**src/rtl/ara_pkg.sv**
```systemverilog
package ara_pkg;
   localparam int BYTE_W = 8;
   localparam int IDX_W  = $clog2(BYTE_W);

   typedef enum logic [2:0] {
      ST_IDLE,
      ST_ACK_PEND,
      ST_ACK,
      ST_BIT_PEND,
      ST_BIT,
      ST_MACK_PEND,
      ST_MACK
   } reply_st_e;
endpackage

```
**src/rtl/ara_alert_latch.sv**
```systemverilog
module ara_alert_latch (
   input  logic clk,
   input  logic rst_n,
   input  logic cause,
   input  logic clr_req,
   output logic alert
);
   always_ff @(posedge clk or negedge rst_n) begin
      if (!rst_n)       alert <= 1'b0;
      else if (cause)   alert <= 1'b1;
      else if (clr_req) alert <= 1'b0;
   end
endmodule

```
**src/rtl/ara_reply_fsm.sv**
```systemverilog
module ara_reply_fsm
   import ara_pkg::*;
(
   input  logic              clk,
   input  logic              rst_n,
   input  logic              start,
   input  logic [BYTE_W-1:0] reply,
   input  logic              bit_setup,
   input  logic              bit_sample,
   input  logic              sda_in,
   input  logic              stop_seen,
   output logic              drive_low,
   output logic              win_done
);
   reply_st_e        st;
   logic [IDX_W-1:0] idx;
   logic             lost;

   assign win_done = (st == ST_MACK) && bit_sample && !lost && !stop_seen;

   always_ff @(posedge clk or negedge rst_n) begin
      if (!rst_n) begin
         st        <= ST_IDLE;
         idx       <= '0;
         lost      <= 1'b0;
         drive_low <= 1'b0;
      end else if (stop_seen) begin
         st        <= ST_IDLE;
         lost      <= 1'b0;
         drive_low <= 1'b0;
      end else begin
         unique case (st)
            ST_IDLE: if (start) begin
               st   <= ST_ACK_PEND;
               lost <= 1'b0;
            end
            ST_ACK_PEND: if (bit_setup) begin
               drive_low <= 1'b1;
               st        <= ST_ACK;
            end
            ST_ACK: if (bit_sample) begin
               idx <= IDX_W'(BYTE_W - 1);
               st  <= ST_BIT_PEND;
            end
            ST_BIT_PEND: if (bit_setup) begin
               drive_low <= !lost && !reply[idx];
               st        <= ST_BIT;
            end
            ST_BIT: if (bit_sample) begin
               if (!lost && reply[idx] && !sda_in) lost <= 1'b1;
               if (idx == '0) st <= ST_MACK_PEND;
               else begin
                  idx <= idx - 1'b1;
                  st  <= ST_BIT_PEND;
               end
            end
            ST_MACK_PEND: if (bit_setup) begin
               drive_low <= 1'b0;
               st        <= ST_MACK;
            end
            ST_MACK: if (bit_sample) st <= ST_IDLE;
            default: st <= ST_IDLE;
         endcase
      end
   end
endmodule

```
**src/rtl/ara_responder.sv**
```systemverilog
module ara_responder
   import ara_pkg::*;
#(
   parameter int             ADDR_W   = 7,
   parameter int             LIMIT_W  = 4,
   parameter logic [ADDR_W-1:0] DEV_ADDR = 7'h4C,
   parameter logic [ADDR_W-1:0] ARA_ADDR = 7'h0C,
   parameter bit             FAULT_EN = 1'b1
) (
   input  logic               clk,
   input  logic               rst_n,
   input  logic [LIMIT_W-1:0] limit_alarm,
   input  logic               open_fault,
   input  logic               hdr_valid,
   input  logic [7:0]         hdr_byte,
   input  logic               bit_setup,
   input  logic               bit_sample,
   input  logic               sda_in,
   input  logic               stop_seen,
   output logic               alert_drive,
   output logic               sda_drive_low
);
   localparam logic [BYTE_W-1:0] ARA_READ = {ARA_ADDR, 1'b1};
   localparam logic [BYTE_W-1:0] REPLY    = {DEV_ADDR, 1'b1};

   if (ADDR_W + 1 != BYTE_W) begin : g_bad_width
      $error("ADDR_W must be one less than the byte width");
   end
   if (LIMIT_W < 1) begin : g_bad_limit
      $error("LIMIT_W must be at least 1");
   end
   if (DEV_ADDR == ARA_ADDR) begin : g_bad_addr
      $error("DEV_ADDR must differ from the alert response address");
   end

   logic cause;
   logic win_done;
   logic start;

   if (FAULT_EN) begin : g_with_fault
      assign cause = (|limit_alarm) | open_fault;
   end else begin : g_no_fault
      logic unused_fault;
      assign unused_fault = open_fault;
      assign cause        = |limit_alarm;
   end

   assign start = hdr_valid && (hdr_byte == ARA_READ) && alert_drive;

   ara_alert_latch u_latch (
      .clk     (clk),
      .rst_n   (rst_n),
      .cause   (cause),
      .clr_req (win_done),
      .alert   (alert_drive)
   );

   ara_reply_fsm u_fsm (
      .clk        (clk),
      .rst_n      (rst_n),
      .start      (start),
      .reply      (REPLY),
      .bit_setup  (bit_setup),
      .bit_sample (bit_sample),
      .sda_in     (sda_in),
      .stop_seen  (stop_seen),
      .drive_low  (sda_drive_low),
      .win_done   (win_done)
   );
endmodule

```
**config.mk**
```make
export PLATFORM = sky130hd
export DESIGN_NAME = ara_responder
export DESIGN_NICKNAME = d
export VERILOG_FILES = /design/src/rtl/ara_pkg.sv /design/src/rtl/ara_alert_latch.sv /design/src/rtl/ara_reply_fsm.sv /design/src/rtl/ara_responder.sv
export SDC_FILE = /design/constraint.sdc
export NUM_CORES = 1
export LEC_CHECK = 0
export BUFFER_PORTS_ARGS = -buffer_cell sky130_fd_sc_hd__buf_2
export CAP_MARGIN = 20
export CORE_AREA = 3 3 40 42
export CTS_CLUSTER_DIAMETER = 30
export CTS_CLUSTER_SIZE = 20
export DETAILED_ROUTE_END_ITERATION = 16
export DIE_AREA = 0 0 43 45
export GPL_TIMING_DRIVEN = 0
export PLACE_DENSITY_LB_ADDON = 0.1
export SKIP_LAST_GASP = 1
export SLEW_MARGIN = 20
export SYNTH_ARGS = -nofsm -noshare
export SYNTH_HDL_FRONTEND = slang
export SYNTH_SLANG_ARGS = --single-unit
```
**constraint.sdc**
```tcl
create_clock -name clk -period 2.6 [get_ports clk]
set_clock_uncertainty 0.05 [all_clocks]
set_input_delay 0.52 -clock clk [delete_from_list [all_inputs] [get_ports clk]]
set_output_delay 0.52 -clock clk [all_outputs]
set_load 0.02 [all_outputs]
```
==> results.toml, run 1 <==
[routing]
routedWlPerCell_um = 12.6
via_count = 618
wl_mm = 1.40
via_per_inst = 5.57
drt_iter0_drc = 8
postRouteAntennaNets = 0
drc = 0
drtPass1Iterations = 4

[cts]
cts-htree-levels = 1
cts_max_path_buffers = 2
clk_pin_slew_ps = 60
ctsResizeCount = 0
cts_setup_buffers = 0
ctsHoldBuffers = 0
cts_tree = "done"
worstSkewPairLatency_ps = 260
cts.sinks = 9
cts_root_buf = "clkbuf_4"
cts_inserted_buffers = 3

[setup_path]
path_buf_inv = 1
cp_cell_sequence = "inv_1 > ha_1 > nor2b_1 > nor3_4 > mux2_1 > a2bb2oi_1"
critPathKind = "flop to flop"
cp_top_family = "flip-flops"
crit_fanout = 3
start_kind = "flop"
crit_required_ps = 2730
worst_path_largest_cell_delay_ps = 400
arrival_ps = 1740
crit_slowest_cell = "dfrtp_1"
crit_path_end_kind = "flop"

[hold_path]
hold_path_class = "input port to asynchronous set/reset pin"

[yosys]
ys_seq_elements = 9
syn-num-nets = 93
ys_seq_area_share_pct = 36.4
yosysMostFrequentCell = "dfrtp_1"
synth_common_cells = "dfrtp_1, a21oi_1, nor2_1, o21ai_0"
ys.flop_type = "dfrtp_1"
synth_top_area_share_pct = 36.4
netlist_area_um2 = 619
syn_avg_cell_area_um2 = 8.72
synth_edf_count = 0
synth_top_area_cell = "dfrtp_1"
ys_types = 32
ys_async_sr_fraction_pct = 100
synthTopCellsByArea = "dfrtp_1, a21oi_1, o21ai_0"
synthCells = 71
yosysWarnings = 0

[floorplanning]
num_rows = 13
die_x_um = 43
fp.dieArea_um2 = 1940
core_um2 = 1280
die_y_um = 45
ios = 22
initial_utilization_pct = 48.2

[sta]
maxSlewHeadroom_pct = 72.3
grt_setup_unrepaired = "false"
finalCritPeriodShare_pct = 62.1
setup-tns-final_ps = 0
holdWs_ps = 51.3
max_freq_mhz = 619
report.final.slew_viol_count = 0
setup_ws_ps = 985
hold_viol = 0
tightestPinTransition_ps = 415
final.min_clock_period_ps = 1620
setup_viol_count_final = 0

[global_routing]
globalRouteMet3Util_pct = 7.97
grt_pass1_vias = 568
grt-ovfl-total = 0
top_usage_layer = "met2"
gr-usage-met1_pct = 20.0
grt_max_degree = 11
grt_use_total_pct = 16.4
antenna_found_initial = 0
use_met2_pct = 27.5
grt_pass1_wl_mm = 2.36

[place]
dp_hpwl_mm = 1.16
gp_congestion = 0.759
place_area_um2 = 743
pre_cts_slack_ps = 893
io_buffers = 21

[layout]
fillCellCount = 123
num_antenna_cells = 0
area_growth_pct = 24.2
regArea_um2 = 225
multiInputGateArea_um2 = 354
fin_area_um2 = 769
final_nets = 119
drive_above_1_share_pct = 31.3

[power_and_ir_drop]
vdd_drop_max_mv = 0.411
static-leakage-power_nw = 0.348
power.density_nw_per_um2 = 491
total_power_uw = 378

[outcome]
status = "finished, final reports clean"

[job]
max_cap_viol_count = 0
==> report_power, final <==
group	switching (mW)	internal (mW)	total, mW
registers	0.0139	0.156	0.170
logic	0.0510	0.0531	0.104
clock network	0.0446	0.0589	0.103
==> per-stage QoR <==
step	std cells	util, %
floorplan	71	-
global placement	107	57.8
detailed placement	107	57.8
CTS	111	59.9
global route	111	59.9
finish	111	59.9
==> state kept, by name, summed over array words and instances (netlist names) <==
signal / flops
u_fsm.drive_low: 1
u_fsm.idx: 3
u_fsm.lost: 1
u_fsm.st: 3
u_latch.alert: 1
==> cells in the final DEF (no fill, tap or decap) <==
cell type  instances
buf_2             23
dfrtp_1            9
a21oi_1            7
o21ai_0            6
nor2_1             6
inv_1              3
clkbuf_1           3
nor2b_1            3
nand2_1            3
nor3_1             3
clkbuf_4           3
nand2b_1           2
nand3_1            2
nor4b_1            2
a2bb2oi_1          2
ha_1               2
xnor2_1            1
o22ai_1            1
a211oi_1           1
or3b_1             1
buf_6              1
o31ai_2            1
nor4bb_1           1
nand4_1            1
nor4_1             1
o211ai_1           1
a22oi_1            1
or3_1              1
o311ai_1           1
nor2_2             1
nor3_4             1
mux2_1             1
a22o_1             1
==> final cells by class <==
cell class / instances / area share (%)
buffer: 5 / 3.74
clock buffer: 4 / 3.41
inverter: 3 / 1.46
multi-input combinational: 54 / 46.0
sequential: 9 / 29.3
tap: 15 / 2.44
timing repair buffer: 21 / 13.7
==> cells by family (layout without fill, tap and decap cells) <==
| group | after synthesis | count (layout) | synth area share (%) |
|---|---|---|---|
| adder cells (fa/ha/maj) | 2 | 2 | 4.04 |
| multiplexers | 1 | 1 | 1.82 |
| flip-flops | 9 | 9 | 36.4 |
| AO/OA/AOI/OAI | 22 | 22 | 22.8 |
| XOR/XNOR | 1 | 1 | 1.41 |
| buffers and inverters | 8 | 33 | 6.46 |
| AND/OR/NAND/NOR | 28 | 28 | 27.1 |
==> per-layer routing <==
layer / vias to the layer above / part of all wire [%]
li1: 311 / -
met1: 284 / 42
met2: 23 / 50
met3: 0 / 7.8
met4: 0 / 0
met5: - / 0
==> worst reg2reg max path, stage by stage, from the launching register on <==
cell       delay, ps
dfrtp_1          400
inv_1             90
ha_1             170
nor2b_1          310
nor3_4            70
mux2_1           290
a2bb2oi_1        150
==> worst paths after layout <==
kind	from	endpoint	slack, ps	cells past startpoint
max	u_fsm.idx[0]	u_fsm.idx[0]	980	6
min	rst_n	u_fsm.st[2]	50	1
max reg2reg	u_fsm.idx[0]	u_fsm.idx[0]	980	6
min reg2reg	u_fsm.drive_low	u_fsm.drive_low	490	2
max in group asynchronous	rst_n	u_fsm.idx[1]	2260	1
min in group clk	open_fault	u_latch.alert	410	3
No activity file was read; power rests on OpenSTA's default activity.
==> inputs of run 2 (changes only) <==
--- a/config.mk
+++ b/config.mk
@@ -7,11 +7,11 @@
 export LEC_CHECK = 0
 export BUFFER_PORTS_ARGS = -buffer_cell sky130_fd_sc_hd__buf_2
 export CAP_MARGIN = 20
-export CORE_AREA = 3 3 40 42
+export CORE_MARGIN = 3
+export CORE_UTILIZATION = 47
 export CTS_CLUSTER_DIAMETER = 30
 export CTS_CLUSTER_SIZE = 20
 export DETAILED_ROUTE_END_ITERATION = 16
-export DIE_AREA = 0 0 43 45
 export GPL_TIMING_DRIVEN = 0
 export PLACE_DENSITY_LB_ADDON = 0.1
 export SKIP_LAST_GASP = 1
==> constraint.sdc (replaced) <==
create_clock -name clk -period 1.5 [get_ports clk]
set_clock_uncertainty 0.05 [all_clocks]
set_input_delay 0.3 -clock clk [delete_from_list [all_inputs] [get_ports clk]]
set_output_delay 0.3 -clock clk [all_outputs]
set_load 0.02 [all_outputs]
==> run 2 against run 1 <==
Compared with the run above: register-to-register slack worse by 970 ps; setup slack worse by 970 ps; sequential power up 80%; non-clock buffer count up 2; core utilization up 10 points; clock power up 76%; combinational power up 130%; count of clock-buffer cells in the layout unchanged.
==> results.toml, run 2 (synthesis results as in run 1) <==
[layout]
final_nets = 121
top_regs = "u_fsm.idx: 3 flops, u_fsm.st: 3 flops"
drive_above_1_share_pct = 38.8
fin_area_um2 = 818
area_growth_pct = 32.1
final_cell_mix = "buf_2, dfrtp_1, a21oi_1, o21ai_0, nor2_1"
final_cells = 112
fillCellCount = 86
final_common_cell = "buf_2"
num_antenna_cells = 0

[routing]
via_count = 649
drt_iter0_drc = 23
met3_length_um = 139
wl_met1_um = 586
routedWlPerCell_um = 13.3
via_per_inst = 5.79
wl_mm = 1.49
drtPass1Iterations = 6
wl_met2_um = 758
postRouteAntennaNets = 0
dr.max_layer_used = "met4"
drc = 0

[place]
place_area_um2 = 742
io_buffers = 21
pre_cts_slack_ps = -132
dp.cells = 106
gp_congestion = 0.747
dp_hpwl_mm = 1.12

[sta]
final.min_clock_period_ps = 1490
report.final.slew_viol_count = 0
setup_ws_ps = 11.2
finalCritPeriodShare_pct = 99.3
hold_viol = 0
tightestPinTransition_ps = 352
max_freq_mhz = 672
holdWs_ps = 179
setup_viol_count_final = 0
maxSlewHeadroom_pct = 76.5

[global_routing]
grt-ovfl-total = 0
antenna_found_initial = 0
grt_use_total_pct = 16.8
grt_pass1_vias = 563
grt_pass1_wl_mm = 2.28
grt_max_degree = 11

[floorplanning]
die_y_um = 42.3
initial_utilization_pct = 52.9
num_rows = 12
die_x_um = 42.3
core_um2 = 1170
fp.dieArea_um2 = 1790
ios = 22

[power_and_ir_drop]
power.density_nw_per_um2 = 882
static-leakage-power_nw = 0.367
vdd_drop_max_mv = 0.701

[cts]
cts-htree-levels = 1
cts_tree = "done"
cts.sinks = 9
cts_max_path_buffers = 2
worstSkewPairLatency_ps = 260
cts_inserted_buffers = 3
cts_root_buf = "clkbuf_4"
clk_pin_slew_ps = 50

[setup_path]
cp_cell_sequence = "inv_2 > ha_4 > nor2b_4 > nor3_4 > mux2_1 > a2bb2oi_2"
crit_slowest_cell = "dfrtp_1"
critPathKind = "flop to flop"
crit_fanout = 3
start_kind = "flop"
crit_path_end_kind = "flop"
arrival_ps = 1620
crit_required_ps = 1630
worst_path_largest_cell_delay_ps = 420

[outcome]
status = "finished, final reports clean"

[hold_path]
hold_path_class = "input port to flop"

[job]
max_cap_viol_count = 0
[run 2: metrics by stage]
stage	total power, mW	utilization, %	TNS [ps]
floorplan	0.420	-	0
global placement	0.473	63.4	-102
detailed placement	0.479	63.4	-159
CTS	0.688	67.7	0
global route	0.773	69.9	-50.7
finish	0.722	69.9	0
[run 2: path summary, 6_finish.rpt]
path | to | slack, ps | startpoint | depth (start not counted)
max in group asynchronous | u_fsm.idx[1] | 850 | rst_n | 2
setup / recovery | u_fsm.idx[0] | 10 | u_fsm.idx[0] | 6
min in group asynchronous | u_fsm.idx[2] | 360 | rst_n | 2
hold reg to reg | u_fsm.drive_low | 480 | u_fsm.drive_low | 2
hold / removal | u_latch.alert | 180 | open_fault | 3
setup reg to reg | u_fsm.idx[0] | 10 | u_fsm.idx[0] | 6
[run 2: layout make-up]
type | instances | area (um2) | share of cell area, %
flip-flops and latches | 9 | 225 | 27.5
inverters | 3 | 11.3 | 1.38
plain buffers | 5 | 30.0 | 3.67
well taps | 14 | 17.5 | 2.14
multi-input cells | 54 | 385 | 47.1
repair buffers | 23 | 123 | 15.0
clock buffers | 4 | 26.3 | 3.21
[run 2: critical path, delay by kind of cell, from the launching register on]
family / cells / cell delay, ps
compound gates: 1 / 160
fa+ha+maj: 1 / 130
flops: 1 / 420
simple gates: 2 / 220
mux: 1 / 330
buf+inv: 1 / 100
[run 2: repair_timing]
item | in CTS | in global routing
setup buffers | 1 | 0
endpoints found under the hold margin | 9 | 0
endpoints found under the setup margin | 2 | 5
cloned | 0 | 0
pin swaps | 0 | 2
hold buffers | 1 | 0
resized for setup | 2 | 8
[run 2: routing by layer]
layer | GRT usage [%] | vias to the layer above
li1 | - | 315
met3 | 9.01 | 2
met4 | 6.21 | 0
met1 | 18.8 | 299
met2 | 26.7 | 33
met5 | 0 | -
[run 2: report_power, final]
part | internal (mW) | total (mW) | switching [mW]
clock | 0.102 | 0.181 | 0.0792
combinational | 0.132 | 0.235 | 0.103
sequential | 0.271 | 0.306 | 0.0349
